<file path="config.mk">
export PLATFORM = sky130hd
export DESIGN_NAME = rx_survivor_mem
export DESIGN_NICKNAME = d
export VERILOG_FILES = /design/src/rtl/rx_pkg.sv /design/src/rtl/rx_rst_sync.sv /design/src/rtl/rx_sm_row.sv /design/src/rtl/rx_sm_vcnt.sv /design/src/rtl/rx_survivor_mem.sv
export SDC_FILE = /design/constraint.sdc
export NUM_CORES = 1
export LEC_CHECK = 0
export BUFFER_PORTS_ARGS = -buffer_cell sky130_fd_sc_hd__buf_2
export CAP_MARGIN = 30
export CORE_UTILIZATION = 45
export DETAILED_ROUTE_END_ITERATION = 10
export SYNTH_ARGS = -nofsm -noshare
export SYNTH_HDL_FRONTEND = slang
export SYNTH_SLANG_ARGS = --single-unit
</file>
<file path="constraint.sdc">
create_clock -name clk -period 1.9 [get_ports clk]
set_input_delay 0.38 -clock clk [delete_from_list [all_inputs] [get_ports clk]]
set_output_delay 0.38 -clock clk [all_outputs]
set_load 0.1 [all_outputs]
</file>
<file path="src/rtl/rx_pkg.sv">
package rx_pkg;

  function automatic int pred_base(input int st, input int nst);
    return (st << 1) & (nst - 1);
  endfunction

  function automatic int head_bit(input int st, input int m);
    return (st >> (m - 1)) & 1;
  endfunction

endpackage

</file>
<file path="src/rtl/rx_rst_sync.sv">
module rx_rst_sync (
  input  logic clk,
  input  logic rst_n,
  output logic rst_sync_n
);
  logic [1:0] sync_q;

  always_ff @(posedge clk or negedge rst_n) begin
    if (!rst_n) sync_q <= 2'b00;
    else        sync_q <= {sync_q[0], 1'b1};
  end

  assign rst_sync_n = sync_q[1];
endmodule

</file>
<file path="src/rtl/rx_sm_row.sv">
module rx_sm_row #(
  parameter int TBD = 15,
  parameter int M   = 2,
  parameter int ST  = 0
) (
  input  logic           clk,
  input  logic           rst_n,
  input  logic           en_i,
  input  logic           sel_i,
  input  logic [TBD-2:0] cand0_i,
  input  logic [TBD-2:0] cand1_i,
  output logic [TBD-1:0] row_o
);
  localparam logic HEAD = 1'(rx_pkg::head_bit(ST, M));

  logic [TBD-1:0] row_q, row_d;
  logic [TBD-2:0] pick;

  assign pick = sel_i ? cand1_i : cand0_i;

  always_comb begin
    row_d = row_q;
    if (en_i) row_d = {pick, HEAD};
  end

  always_ff @(posedge clk or negedge rst_n) begin
    if (!rst_n) row_q <= '0;
    else        row_q <= row_d;
  end

  assign row_o = row_q;

  p_hold_r6: assert property (@(posedge clk) disable iff (!rst_n)
    !en_i |=> $stable(row_q));
  p_from_pred0_r2: assert property (@(posedge clk) disable iff (!rst_n)
    (en_i && !sel_i) |=> (row_q[TBD-1:1] == $past(cand0_i)));
  p_from_pred1_r2: assert property (@(posedge clk) disable iff (!rst_n)
    (en_i && sel_i) |=> (row_q[TBD-1:1] == $past(cand1_i)));
  p_head_r3: assert property (@(posedge clk) disable iff (!rst_n)
    en_i |=> (row_q[0] == HEAD));
endmodule

</file>
<file path="src/rtl/rx_sm_vcnt.sv">
module rx_sm_vcnt #(
  parameter int TBD = 15
) (
  input  logic clk,
  input  logic rst_n,
  input  logic step_i,
  output logic full_vld_o
);
  localparam int CW = $clog2(TBD + 1);
  localparam logic [CW-1:0] LIM  = CW'(TBD);
  localparam logic [CW-1:0] LIM1 = CW'(TBD - 1);

  logic [CW-1:0] cnt_q, cnt_d;
  logic          vld_q, vld_d;

  always_comb begin
    cnt_d = cnt_q;
    if (step_i && (cnt_q != LIM)) cnt_d = cnt_q + CW'(1);
    vld_d = step_i && (cnt_q >= LIM1);
  end

  always_ff @(posedge clk or negedge rst_n) begin
    if (!rst_n) begin
      cnt_q <= '0;
      vld_q <= 1'b0;
    end else begin
      cnt_q <= cnt_d;
      vld_q <= vld_d;
    end
  end

  assign full_vld_o = vld_q;

  p_no_early_r5: assert property (@(posedge clk) disable iff (!rst_n)
    vld_q |-> (cnt_q == LIM));
  p_cnt_hold_r6: assert property (@(posedge clk) disable iff (!rst_n)
    !step_i |=> $stable(cnt_q));
  p_cnt_bound_r5: assert property (@(posedge clk) disable iff (!rst_n)
    cnt_q <= LIM);
endmodule

</file>
<file path="src/rtl/rx_survivor_mem.sv">
module rx_survivor_mem #(
  parameter int K       = 3,
  parameter int TBD     = 15,
  parameter int OUT_ROW = 0,
  localparam int M      = K - 1,
  localparam int NST    = 1 << M
) (
  input  logic           clk,
  input  logic           rst_n,
  input  logic           dec_vld_i,
  input  logic [NST-1:0] dec_vec_i,
  output logic           bit_o,
  output logic           bit_vld_o
);
  logic                     rst_sync_n;
  logic [NST-1:0][TBD-1:0]  rows;
  logic [NST-1:0]           oldest;
  logic                     unused_oldest;

  rx_rst_sync u_rst (
    .clk        (clk),
    .rst_n      (rst_n),
    .rst_sync_n (rst_sync_n)
  );

  for (genvar s = 0; s < NST; s++) begin : g_row
    localparam int P0 = rx_pkg::pred_base(s, NST);
    localparam int P1 = P0 + 1;

    rx_sm_row #(.TBD(TBD), .M(M), .ST(s)) u_row (
      .clk     (clk),
      .rst_n   (rst_sync_n),
      .en_i    (dec_vld_i),
      .sel_i   (dec_vec_i[s]),
      .cand0_i (rows[P0][TBD-2:0]),
      .cand1_i (rows[P1][TBD-2:0]),
      .row_o   (rows[s])
    );

    assign oldest[s] = rows[s][TBD-1];
  end

  rx_sm_vcnt #(.TBD(TBD)) u_cnt (
    .clk        (clk),
    .rst_n      (rst_sync_n),
    .step_i     (dec_vld_i),
    .full_vld_o (bit_vld_o)
  );

  assign bit_o         = oldest[OUT_ROW];
  assign unused_oldest = ^oldest;

  p_vld_after_step_r5: assert property (@(posedge clk) disable iff (!rst_sync_n)
    bit_vld_o |-> $past(dec_vld_i));
  p_out_hold_r6: assert property (@(posedge clk) disable iff (!rst_sync_n)
    !dec_vld_i |=> $stable(bit_o));
  p_reset_out_r1: assert property (@(posedge clk)
    !rst_sync_n |-> (!bit_o && !bit_vld_o));
endmodule

</file>
# ---- Word-level counts from Yosys, hierarchy flattened
# Index checks and enable logic that the tools add are counted.
dict set report totals {
  output_inout_bits 2
  inputBits 7
  reg_bits 60
}
dict set report classes {
  order_cmp 1
  muxes 4
  n_eq_ne 1
  n_reduce_logical 2
  addsub 1
}
# operator count
set ops {}
lappend ops {{12-bit 2-to-1 mux} 2}
lappend ops {{14-bit 2-to-1 mux} 1}
lappend ops {{13-bit 2-to-1 mux} 1}
lappend ops {{4-bit by 1-bit adder with 4-bit output (second input constant)} 1}
lappend ops {{4-bit >= comparator (second input constant)} 1}
lappend ops {{4-bit != test (second input constant)} 1}
lappend ops {{1-bit logical AND} 2}

# ---- Depth between registers and ports, before layout
dict set report logic_depth {
  word_depth 2
  ltp_mapped 5
  depth_no_buf 4
}

# ---- Hierarchy
# A second synthesis with hierarchy kept.
dict set report hier_totals {
  cells_unflattened 276
  area_unflattened_um2 3007.9
}
# module instances area_per_inst_um2 cells_per_inst
set by_module_without_submodules {}
lappend by_module_without_submodules {{rx_sm_row (g_row[2].u_row ...)} 2 689.4 63}
lappend by_module_without_submodules {{rx_sm_row (g_row[0].u_row ...)} 2 671.9 63}
lappend by_module_without_submodules {rx_sm_vcnt 1 231.5 21}
lappend by_module_without_submodules {rx_rst_sync 1 53.8 3}

# ---- Worst setup path after synthesis
# No wires, ideal clock.
dict set report synth_timing {
  path_type {reg-to-output}
  start {register g_row[0].u_row.row_q[14]}
  end {output bit_o}
  t_arrival_ps 898
  path_slack_ps 622
  path_stages_with_launch 1
  cell_sequence {dfrtp_1}
}
# element line
set synth_rtl {}
lappend synth_rtl {{start: declaration} rx_sm_row.sv:16} ;# logic [TBD-1:0] row_q, row_d;
lappend synth_rtl {{start signal: assignment} rx_sm_row.sv:28} ;# else row_q <= row_d;
lappend synth_rtl {{end: declaration} rx_survivor_mem.sv:12} ;# output logic bit_o,
# No word-level cell between the ends.

# ---- Final worst setup path
dict set report layout_timing {
  start {register g_row[0].u_row.row_q[14]}
  end {output bit_o}
}
# No word-level cell between the ends.

==> qor.yml <==
ys_warn_count: 0
die-area_mm2: 0.00611
max_stage_delay_ps: 420
antenna_found_initial: 0
post_cts_resized: 0
start_kind: "flip-flop"
drive_above_1_share: 0.149
wire_per_inst_um: 13.5
crit_type: "reg -> out"
dp_cells: 304
rsz0062_at_grt: "no"
power.total_mw: 3.28
clock_latency_ps: 330
grtUsageTotal: 0.168
port_buffers: 8
synth.ff_latch_count: 57
cts.sinks: 57
vdd_drop_max_mv: 0.840
cts_made_buffers: 9
syn-num-nets: 247
timing.fmax_mhz: 679
cp_max_fo: 2
dr.pass1.iters: 4
tritoncts: "yes"
regToRegSetupSlack_ps: 740
crit_chain: "buf_2"
arrival_ps: 1090
hold_ws_ps: 157
fp.dieH_um: 78.2
fin_cells: 321
synth_area_mm2: 0.00261
fin_util: 0.513
ys_types: 23
viasPerCell: 4.98
hold_viol_final: 0
status: "finished clean"
vias: 1600
ioPinCount: 9
gp_congestion: 0.679
leakagePower_nw: 1.26
fill_cells: 523
routed_wl_um: 4320
grt_pass1_vias: 1612
rr_startpoint: "u_cnt.cnt_q[0]$_DFFE_PN0P_"
grt_remaining_overflow: 0
final.setup.tns_ps: 0
netlist_instances: 238
syn2layout_area_growth_pct: 8.82
fin_nets: 253
power.density_mw_per_mm2: 1160
fin_crit_sh: 0.775
avgSynthCellArea_um2: 11.0
ctsRootBufferMaster: "clkbuf_8"
start_util: 0.471
worst_hold_path_type: "reg -> async"
row_count: 27
rr_worst_depth: 4
cp_slowest_cell: "buf_2"
path_delay_family: "buffers and inverters"
dr.first_iter.drc_count: 64
n_antenna_cell: 0
drv_slew: 0
cts_max_level: 3
cp.required_ps: 1520
clk_path_buf_depth: 2
rr_endpoint: "u_cnt.cnt_q[0]$_DFFE_PN0P_"
grt_pass1_wl_um: 7690
antenna_left: 0
ys_seq_area_frac: 0.546
clk_pin_slew_ps: 60
fin_crit_ps: 1470
drc: 0
grt_max_degree: 50
finClkSkew_ps: 6.75
max_cap_viol_count: 0
crit_path_end_kind: "output port"
core_area_mm2: 0.00554
fp.dieW_um: 78.2
crit_buf_inv: 1
hpwl_um: 2700
setup_violations: 0
[layer usage]
layer | vias up | wire [µm] | track usage
met5 | - | 0 | 0
met2 | 20 | 1960 | 0.253
met3 | 7 | 160 | 0.0674
met1 | 747 | 2130 | 0.217
li1 | 826 | - | -
met4 | 0 | 62 | 0.0667
[cells in the final DEF (no fill, tap or decap)]
cell and count:
dfrtp_2 1, xnor2_1 1, nand2_1 2, clkbuf_8 11, and3_1 1, a21oi_1 39, ha_1 2, o21ai_0 6
clkinv_2 3, nand3_1 5, a31oi_1 1, conb_1 1, dlygate4sd3_1 1, dfrtp_1 56, nor2_1 43, mux2i_1 43
nand4_2 1, o2111a_1 1, inv_1 8, buf_12 3, nor3_2 1, clkbuf_1 2, or2_2 1, a21oi_2 8
buf_2 8
[Yosys cell counts]
| cell | number | share of area |
|---|---|---|
| nand2_1 | 2 | 0.0029 |
| a21oi_1 | 39 | 0.075 |
| a21oi_2 | 8 | 0.027 |
| o21ai_0 | 6 | 0.012 |
| nand3_1 | 5 | 0.0096 |
| clkbuf_1 | 1 | 0.0014 |
| a31oi_1 | 1 | 0.0024 |
| ha_1 | 2 | 0.0096 |
| buf_2 | 5 | 0.0096 |
| buf_6 | 7 | 0.030 |
| xnor2_1 | 1 | 0.0034 |
| inv_1 | 8 | 0.012 |
| nor3_2 | 1 | 0.0038 |
| nor2_1 | 43 | 0.062 |
| o2111a_1 | 1 | 0.0043 |
| nand4_2 | 1 | 0.0048 |
| buf_8 | 1 | 0.0057 |
| dfrtp_1 | 57 | 0.55 |
| conb_1 | 1 | 0.0014 |
| or2_2 | 1 | 0.0024 |
| buf_4 | 3 | 0.0086 |
| mux2i_1 | 43 | 0.16 |
| and3_1 | 1 | 0.0024 |
[report_power, final]
| part | leakage (nW) | switching (mW) | internal [mW] |
|---|---|---|---|
| sequential | 0.610 | 0.197 | 1.45 |
| combinational | 0.561 | 0.383 | 0.268 |
| clock | 0.0932 | 0.443 | 0.538 |
| total | 1.26 | 1.02 | 2.26 |
[through the flow]
step | area [µm²] | worst slack, ps
6_report | 2840 | 427
5_1_grt | 2840 | 370
4_1_cts | 2840 | 410
3_3_place_gp | 2660 | 651
2_1_floorplan | 2610 | 196
3_5_place_dp | 2660 | 658
[layout make-up]
class                   count  area [µm²]  share of cell area
multi-input cells         156        1010               0.355
clock inverters             3        15.0             0.00528
flip-flops and latches     57        1430               0.502
repair buffers             12         110              0.0387
clock buffers              13         159              0.0559
well taps                  72        90.1              0.0317
inverters                   8        30.0              0.0106
[kinds of logic after synthesis]
logic type,after synthesis,synth area share
adder cells (fa/ha/maj),2,0.00958
buffers and inverters,25,0.0671
AND/OR/NAND/NOR,54,0.0877
XOR/XNOR,1,0.00335
multiplexers,43,0.165
flip-flops,57,0.546
other,1,0.00144
AO/OA/AOI/OAI,55,0.120
[how the worst max path moves through the flow]
| stage | start | to | slack, ps | depth (start not counted) |
|---|---|---|---|---|
| 6_report | g_row[0].u_row.row_o[14]$_DFFE_PN0P_ | bit_o | 430 | 1 |
| 2_1_floorplan | u_rst.sync_q[1]$_DFF_PN0_ | g_row[0].u_row.row_o[10]$_DFFE_PN0P_ | 200 | 0 |
| 4_1_cts | g_row[0].u_row.row_o[14]$_DFFE_PN0P_ | bit_o | 410 | 1 |
| 5_1_grt | g_row[0].u_row.row_o[14]$_DFFE_PN0P_ | bit_o | 370 | 1 |
| 3_3_place_gp | dec_vec_i[0] | g_row[0].u_row.row_o[8]$_DFFE_PN0P_ | 650 | 3 |
| 3_5_place_dp | dec_vec_i[2] | g_row[2].u_row.row_o[5]$_DFFE_PN0P_ | 660 | 3 |
[state kept, by name (all words and copies together) (netlist names)]
name	flops
u_rst.sync_q	2
u_cnt.cnt_q	4
g_row.u_row.row_o	50
u_cnt.full_vld_o	1
[repair_timing]
action                                  CTS  global route
hold buffers                              1             0
setup buffers                             0             0
hold endpoints to repair                  2             0
endpoints found under the setup margin    0             0
Note: power is estimated with default switching activity, not from simulation.
